==> config.mk <==
export PLATFORM = sky130hd
export DESIGN_NAME = burst_standby_ctrl
export DESIGN_NICKNAME = d
export VERILOG_FILES = /design/src/rtl/bsc_pkg.sv /design/src/rtl/bsc_entry_qual.sv /design/src/rtl/bsc_hyst_gate.sv /design/src/rtl/bsc_pulse_gen.sv /design/src/rtl/burst_standby_ctrl.sv
export SDC_FILE = /design/constraint.sdc
export NUM_CORES = 1
export LEC_CHECK = 0
export ABC_AREA = 1
export BUFFER_PORTS_ARGS = -buffer_cell sky130_fd_sc_hd__buf_2
export CAP_MARGIN = 20
export CORE_MARGIN = 2
export CORE_UTILIZATION = 45
export CTS_CLUSTER_DIAMETER = 50
export DETAILED_ROUTE_END_ITERATION = 12
export REMOVE_ABC_BUFFERS = 1
export SLEW_MARGIN = 20
export SYNTH_ARGS = -nofsm -noshare
export SYNTH_HDL_FRONTEND = slang
export SYNTH_HIERARCHICAL = 1
export SYNTH_SLANG_ARGS = --single-unit
export TNS_END_PERCENT = 1
==> constraint.sdc <==
create_clock -name clk_i -period 2 [get_ports clk_i]
set_input_delay 0.4 -clock clk_i [delete_from_list [all_inputs] [get_ports clk_i]]
set_output_delay 0.4 -clock clk_i [all_outputs]
set_load 0.05 [all_outputs]
==> src/rtl/bsc_pkg.sv <==
package bsc_pkg;
  typedef enum logic {
    MODE_NORMAL = 1'b0,
    MODE_BURST  = 1'b1
  } mode_e;
endpackage

==> src/rtl/bsc_entry_qual.sv <==
module bsc_entry_qual #(
  parameter int VALLEY_W    = 3,
  parameter int VALLEY_MAX  = 7,
  parameter int BLANK_TICKS = 16
) (
  input  logic                clk_i,
  input  logic                rst_ni,
  input  logic                arm_i,
  input  logic                below_entry_i,
  input  logic [VALLEY_W-1:0] valley_i,
  output logic                enter_o
);
  localparam int CW = $clog2(BLANK_TICKS + 1);
  localparam logic [CW-1:0] LAST = CW'(BLANK_TICKS - 1);

  logic [CW-1:0] cnt_q;
  logic          qual;

  assign qual    = arm_i && below_entry_i && (valley_i == VALLEY_W'(VALLEY_MAX));
  assign enter_o = qual && (cnt_q == LAST);

  always_ff @(posedge clk_i or negedge rst_ni) begin
    if (!rst_ni)            cnt_q <= '0;
    else if (!qual)         cnt_q <= '0;
    else if (cnt_q != LAST) cnt_q <= cnt_q + 1'b1;
  end
endmodule

==> src/rtl/bsc_hyst_gate.sv <==
module bsc_hyst_gate (
  input  logic clk_i,
  input  logic rst_ni,
  input  logic burst_i,
  input  logic enter_i,
  input  logic exit_i,
  input  logic on_i,
  input  logic off_i,
  output logic en_o
);
  logic en_q;

  always_ff @(posedge clk_i or negedge rst_ni) begin
    if (!rst_ni)                en_q <= 1'b1;
    else if (enter_i)           en_q <= 1'b0;
    else if (!burst_i || exit_i) en_q <= 1'b1;
    else if (on_i)              en_q <= 1'b1;
    else if (off_i)             en_q <= 1'b0;
  end

  assign en_o = en_q;
endmodule

==> src/rtl/bsc_pulse_gen.sv <==
module bsc_pulse_gen #(
  parameter int PERIOD_TICKS = 8,
  parameter int DUTY_TICKS   = 4
) (
  input  logic clk_i,
  input  logic rst_ni,
  input  logic run_i,
  input  logic trip_i,
  output logic gate_o
);
  localparam int PW = (PERIOD_TICKS > 1) ? $clog2(PERIOD_TICKS) : 1;
  localparam logic [PW-1:0] PH_LAST = PW'(PERIOD_TICKS - 1);
  localparam logic [PW-1:0] PH_OFF  = PW'(DUTY_TICKS);

  logic [PW-1:0] ph_q;
  logic          gate_q;

  always_ff @(posedge clk_i or negedge rst_ni) begin
    if (!rst_ni) begin
      ph_q   <= '0;
      gate_q <= 1'b0;
    end else if (!run_i) begin
      ph_q   <= '0;
      gate_q <= 1'b0;
    end else if (ph_q == '0) begin
      ph_q   <= PW'(1);
      gate_q <= 1'b1;
    end else begin
      ph_q   <= (ph_q == PH_LAST) ? '0 : ph_q + 1'b1;
      gate_q <= gate_q && !trip_i && (ph_q != PH_OFF);
    end
  end

  assign gate_o = gate_q;
endmodule

==> src/rtl/burst_standby_ctrl.sv <==
module burst_standby_ctrl #(
  parameter int VALLEY_W     = 3,
  parameter int VALLEY_MAX   = 7,
  parameter int BLANK_TICKS  = 1200000,
  parameter int PERIOD_TICKS = 962,
  parameter int DUTY_TICKS   = 481
) (
  input  logic                clk_i,
  input  logic                rst_ni,
  input  logic                fb_below_entry_i,
  input  logic                fb_above_on_i,
  input  logic                fb_below_off_i,
  input  logic                fb_above_exit_i,
  input  logic [VALLEY_W-1:0] valley_cnt_i,
  input  logic                cs_trip_i,
  output logic                burst_active_o,
  output logic                pulse_en_o,
  output logic                gate_o,
  output logic                reduced_limit_o,
  output logic                valley_rst_o
);
  import bsc_pkg::*;

  mode_e mode_q;
  logic  in_burst, enter, exit_now, sw_en, run, vrst_q;

  assign in_burst = (mode_q == MODE_BURST);
  assign exit_now = in_burst && fb_above_exit_i;

  bsc_entry_qual #(
    .VALLEY_W(VALLEY_W), .VALLEY_MAX(VALLEY_MAX), .BLANK_TICKS(BLANK_TICKS)
  ) u_entry (
    .clk_i(clk_i), .rst_ni(rst_ni), .arm_i(!in_burst),
    .below_entry_i(fb_below_entry_i), .valley_i(valley_cnt_i), .enter_o(enter)
  );

  bsc_hyst_gate u_hyst (
    .clk_i(clk_i), .rst_ni(rst_ni), .burst_i(in_burst), .enter_i(enter),
    .exit_i(exit_now), .on_i(fb_above_on_i), .off_i(fb_below_off_i), .en_o(sw_en)
  );

  assign run = in_burst && sw_en && !exit_now;

  bsc_pulse_gen #(
    .PERIOD_TICKS(PERIOD_TICKS), .DUTY_TICKS(DUTY_TICKS)
  ) u_pulse (
    .clk_i(clk_i), .rst_ni(rst_ni), .run_i(run), .trip_i(cs_trip_i), .gate_o(gate_o)
  );

  always_ff @(posedge clk_i or negedge rst_ni) begin
    if (!rst_ni) begin
      mode_q <= MODE_NORMAL;
      vrst_q <= 1'b0;
    end else begin
      vrst_q <= exit_now;
      if (exit_now)   mode_q <= MODE_NORMAL;
      else if (enter) mode_q <= MODE_BURST;
    end
  end

  assign burst_active_o  = in_burst;
  assign reduced_limit_o = in_burst;
  assign pulse_en_o      = sw_en;
  assign valley_rst_o    = vrst_q;
endmodule

* After elaboration in Yosys (flattened, before gate mapping)
Index checks and enable logic that the tools add are counted.
** Operators by class
- $add $sub $neg :: 2
- Eq/ne operators :: 6
- Muxes and demuxes :: 13
- Reductions and logical operators :: 15
** Operators with widths (number)
- $mux W21 :: 2
- $mux W10 :: 3
- $add A21 B1 Y21 const B :: 1
- $eq A21 B21 Y1 const B :: 1
- $ne A21 B21 Y1 const B :: 1
- $add A10 B1 Y10 const B :: 1
- $eq A10 B10 Y1 const B :: 1
- $logic_not A10 Y1 :: 1
- $ne A10 B9 Y1 const B :: 1
- $logic_and A1 B1 Y1 :: 8
- $mux W1 :: 8
- $reduce_bool A4 Y1 :: 1
- $eq A3 B3 Y1 const B :: 1
- $logic_not A1 Y1 :: 3
- $ne A2 B2 Y1 const B :: 1
- $reduce_bool A2 Y1 :: 1
- $logic_or A1 B1 Y1 :: 1
** Storage, ports and cells
- Register bits :: 35
- Input bits :: 10
- Output and inout bits :: 5
- Word-level logic and storage cells :: 42

* Longest topological paths before layout
- Depth after elaboration :: 6
- Mapped depth :: 9
- Depth with buffers taken out :: 9

* Cells and area by module
Netlist, hierarchy kept.
** By module, submodules not included
- bsc_entry_qual :: instances 1, cells an instance 199, area each 1372.6 um^2, seq. area each 525.5 um^2
- bsc_pulse_gen :: instances 1, cells an instance 98, area each 694.4 um^2, seq. area each 275.3 um^2
- burst_standby_ctrl :: instances 1, cells an instance 12, area each 91.3 um^2, seq. area each 50.0 um^2
- bsc_hyst_gate :: instances 1, cells an instance 8, area each 56.3 um^2, seq. area each 26.3 um^2

* Least setup slack after synthesis
No wires, ideal clock.
- Path type :: register to register
- From :: register mode_q (netlist: burst_active_o)
- To :: register mode_q (netlist: burst_active_o)
- Arrival :: 1.411 ns
- Data required time :: 1.934 ns
- Slack :: 0.523 ns
- Cell stages (with the launch flop) :: 8
- Buffers on the path :: 0
- Cells stage by stage :: dfrtp_1 inv_1 nand2_1 nor2_4 inv_1 nor2_1 nand2_1 nand2_1
** On the way
- Cells in the longest elaborated chain, start to end :: 5
- Elaborated cells on any way between the ends :: 7
** Ends and longest elaborated chain
- from (decl) :: line burst_standby_ctrl.sv:24 : mode_e mode_q;
- from (signal assigned) :: line burst_standby_ctrl.sv:52 : mode_q <= MODE_NORMAL;
- from (signal assigned) :: line burst_standby_ctrl.sv:56 : if (exit_now) mode_q <= MODE_NORMAL;
- from (signal assigned) :: line burst_standby_ctrl.sv:57 : else if (enter) mode_q <= MODE_BURST;
- $logic_not A1 Y1 :: line burst_standby_ctrl.sv:33 : .clk_i(clk_i), .rst_ni(rst_ni), .arm_i(!in_burst),
- $logic_and A1 B1 Y1 (2 in series) :: line bsc_entry_qual.sv:19 : assign qual = arm_i && below_entry_i && (valley_i == VALLEY_W'(VALLEY_MAX));
- $logic_and A1 B1 Y1 :: line bsc_entry_qual.sv:20 : assign enter_o = qual && (cnt_q == LAST);
- named net enter :: line burst_standby_ctrl.sv:25 : logic in_burst, enter, exit_now, sw_en, run, vrst_q;
- $reduce_bool A2 Y1 (no line)
The timed path passes the listed nets, and every way through them passes these cells.
A chain may end at the register's enable or synchronous reset.

* Final worst setup path
- From :: register u_entry.cnt_q[0]
- To :: register mode_q (netlist: burst_active_o)
** On the way
- Cells in the longest elaborated chain, start to end :: 3
** Ends and longest elaborated chain
- from (decl) :: line bsc_entry_qual.sv:16 : logic [CW-1:0] cnt_q;
- from (signal assigned) :: line bsc_entry_qual.sv:25 : else if (cnt_q != LAST) cnt_q <= cnt_q + 1'b1;
- $eq A21 B21 Y1 :: line bsc_entry_qual.sv:20
- $logic_and A1 B1 Y1 :: line bsc_entry_qual.sv:20
- named net enter :: line burst_standby_ctrl.sv:25
- $reduce_bool A2 Y1 (no line)
The timed path passes the listed nets, and every way through them passes these cells.

==> results.toml <==
[floorplanning]
die_w_um = 74.15
ioPinCount = 15
rows = 25
core-area_sq_um = 4723
die_area_sq_um = 5498
start_util_pct = 46.89
die_y_um = 74.15

[layout]
area_growth_pct = 10.45
final_nets = 352
drive_above_1_share_pct = 15.93
final_common_cell = "nand2_1"
mostFrequentLayoutCells = "89 x nand2_1, 56 x nor2_1, 45 x inv_1"
num_antenna_cells = 0
nFillCells = 490

[run_status]
run_status = "completed"

[global_routing]
grt_pass1_vias = 1780
grtUsageTotal_pct = 18.94
overflow = 0
grt_start_max_net_pins = 36
grt_pass1_wl_um = 8052
antenna_found_initial = 0

[clock_tree]
postCtsResizedCells = 0
cts_sinks = 35
clk_path_buf_depth = 2
htreeDepth = 2
cts_setup_buffers = 0
numCtsBuffers = 5
cts_root_buf = "clkbuf_8"
insertion_delay_ns = 0.29
clk_pin_slew_ns = 0.07
cts_tree = "done"
hold_buffers = 0

[worst_setup_path]
required_ns = 2.23
cp_max_fo = 8
startpoint_type = "flip-flop"
cp.arrival_ns = 1.80
path_class = "reg2reg"
crit_path_end_kind = "flip-flop"

[run]
drv_cap = 0

[timing]
fin_skew_ns = 0.004823
maxSlewViolCount = 0
rsz0062_at_grt = "no"
fin_hold_ws_ns = 0.1364
setup_violations = 0
clock.fmax_mhz = 639.1
max_slew.worst_pin.slew_ns = 0.4406
period_minus_slack_ns = 1.565
finalCritPeriodShare_pct = 78.23
worst_slack_ns = 0.4353
max-slew-margin-rel_pct = 70.63
setup_tns_ns = 0
hold_viol = 0

[routing]
vias = 1905
detail_route.wl_per_cell_um = 11.11
drt_wl_total_um = 4512
drc = 0
detail-route-antenna-nets = 0
drt_first_pass_iters = 4
vias_per_cell = 4.692
dr.first_iter.drc_count = 103

[logic_synthesis]
synth.cell_area_sq_um = 2215
yosysSeqAreaShare_pct = 39.60
synth_area_per_cell_sq_um = 6.986
ys_warn_count = 6
ys_types = 29
ys_seq_elements = 35
synthCells = 317

[placement]
gp_congestion = 0.8432
io_buffers = 14
pre_cts_slack_ns = 0.4334
dp_hpwl_um = 3468

[power]
p_leak_nw = 1.174
irDropWorstVdd_v = 0.0002783
p_comb_share_pct = 2.8
p_switching_mw = 0.2787
power-per-cell-area_nw_per_um2 = 505.3
swShare_pct = 22.55
p_clk_share_pct = 39.8
pwr-share-seq_pct = 57.3
p_int_mw = 0.9573

[worst_hold_path]
hold_class = "in2async"
## power by group through the flow
stage | sequential, mW | clock [mW] | combinational (mW)
floorplan | 0.722 | 0 | 0.00926
global placement | 0.722 | 0 | 0.0367
detailed placement | 0.722 | 0 | 0.0370
CTS | 0.708 | 0.516 | 0.0369
global route | 0.708 | 0.553 | 0.0416
finish | 0.709 | 0.492 | 0.0351
## final timing paths
path	start	to	slack, ns	depth (start not counted)
setup / recovery	u_entry/cnt_q[0]$_DFFE_PN0P_	burst_active_o$_DFFE_PN0P_	0.44	9
hold / removal	rst_ni	u_entry/cnt_q[9]$_DFFE_PN0P_	0.14	2
hold reg to reg	u_entry/cnt_q[9]$_DFFE_PN0P_	u_entry/cnt_q[9]$_DFFE_PN0P_	0.53	1
max in group asynchronous	rst_ni	u_hyst/en_o$_DFFE_PN1P_	1.52	2
min in group clk_i	fb_above_exit_i	valley_rst_o$_DFF_PN0_	0.34	3
setup reg to reg	u_entry/cnt_q[0]$_DFFE_PN0P_	burst_active_o$_DFFE_PN0P_	0.44	9
## registers in the layout, summed over array words and instances (netlist names)
| signal | flops |
|---|---|
| burst_active_o | 1 |
| u_entry/cnt_q | 21 |
| u_hyst/en_o | 1 |
| u_pulse/gate_o | 1 |
| u_pulse/ph_q | 10 |
| valley_rst_o | 1 |
## per-layer routing
metal / track usage, % / part of all wire [%] / vias up
met1: 28.41 / 55 / 858
met4: 6.465 / 1.4 / 0
met5: 0 / 0 / -
met3: 4.201 / 3.3 / 7
li1: - / - / 1013
met2: 26.88 / 41 / 27
## critical path, stage by stage (launching register included)
cell,delay (ns)
dfrtp_1,0.38
ha_1,0.26
inv_2,0.09
nor2_8,0.16
inv_1,0.09
nor2_1,0.11
nand3_1,0.13
nor2_1,0.16
nand2_1,0.07
nand2_1,0.06
## area by class of cell
type                            instances  area, sq um  share of cell area [%]
Multi-Input combinational cell        232         1136                   46.44
Sequential cell                        35        877.1                   35.86
Inverter                               48        180.2                   7.366
Timing Repair Buffer                   16        85.08                   3.478
Tap cell                               67        83.83                   3.427
Clock buffer                            5        68.82                   2.813
Clock inverter                          3        15.01                  0.6138
## kinds of logic (layout without fill, tap and decap cells)
group,after synthesis,in the layout,synth area share (%)
AOI/OAI and AO/OA,14,14,3.447
xor gates and xnor gates,3,3,1.187
adders and majority gates,4,4,2.260
buffers and inverters,50,72,9.096
DFF,35,35,39.60
and+or+nand+nor,211,211,44.41
## synthesized netlist by cell type, drive strengths merged
| cell | count | share of area [%] |
|---|---|---|
| nand4 | 5 | 1.4 |
| xor2 | 2 | 0.79 |
| or2 | 2 | 0.56 |
| ha | 4 | 2.3 |
| nand2 | 97 | 17 |
| o21bai | 1 | 0.34 |
| nand3b | 2 | 0.68 |
| o21ai | 4 | 0.90 |
| o31ai | 1 | 0.34 |
| dfrtp | 34 | 38 |
| clkbuf | 1 | 0.62 |
| xnor2 | 1 | 0.40 |
| nor3 | 4 | 0.90 |
| a21oi | 7 | 1.6 |
| nor3b | 1 | 0.34 |
| dfstp | 1 | 1.2 |
| buf | 1 | 0.34 |
| nand3 | 31 | 8.2 |
| a31oi | 1 | 0.28 |
| nor2 | 68 | 15 |
| inv | 48 | 8.1 |
| and2 | 1 | 0.28 |
## per-stage QoR
stage,cells,util [%],power (mW),cell area [sq um]
global placement,398,50.01,0.7588,2362
CTS,406,51.79,1.261,2446
floorplan,315,-,0.7315,2193
global route,406,51.79,1.303,2446
detailed placement,398,50.01,0.7592,2362
finish,406,51.79,1.236,2446
No activity file was read; power rests on OpenSTA's default activity.
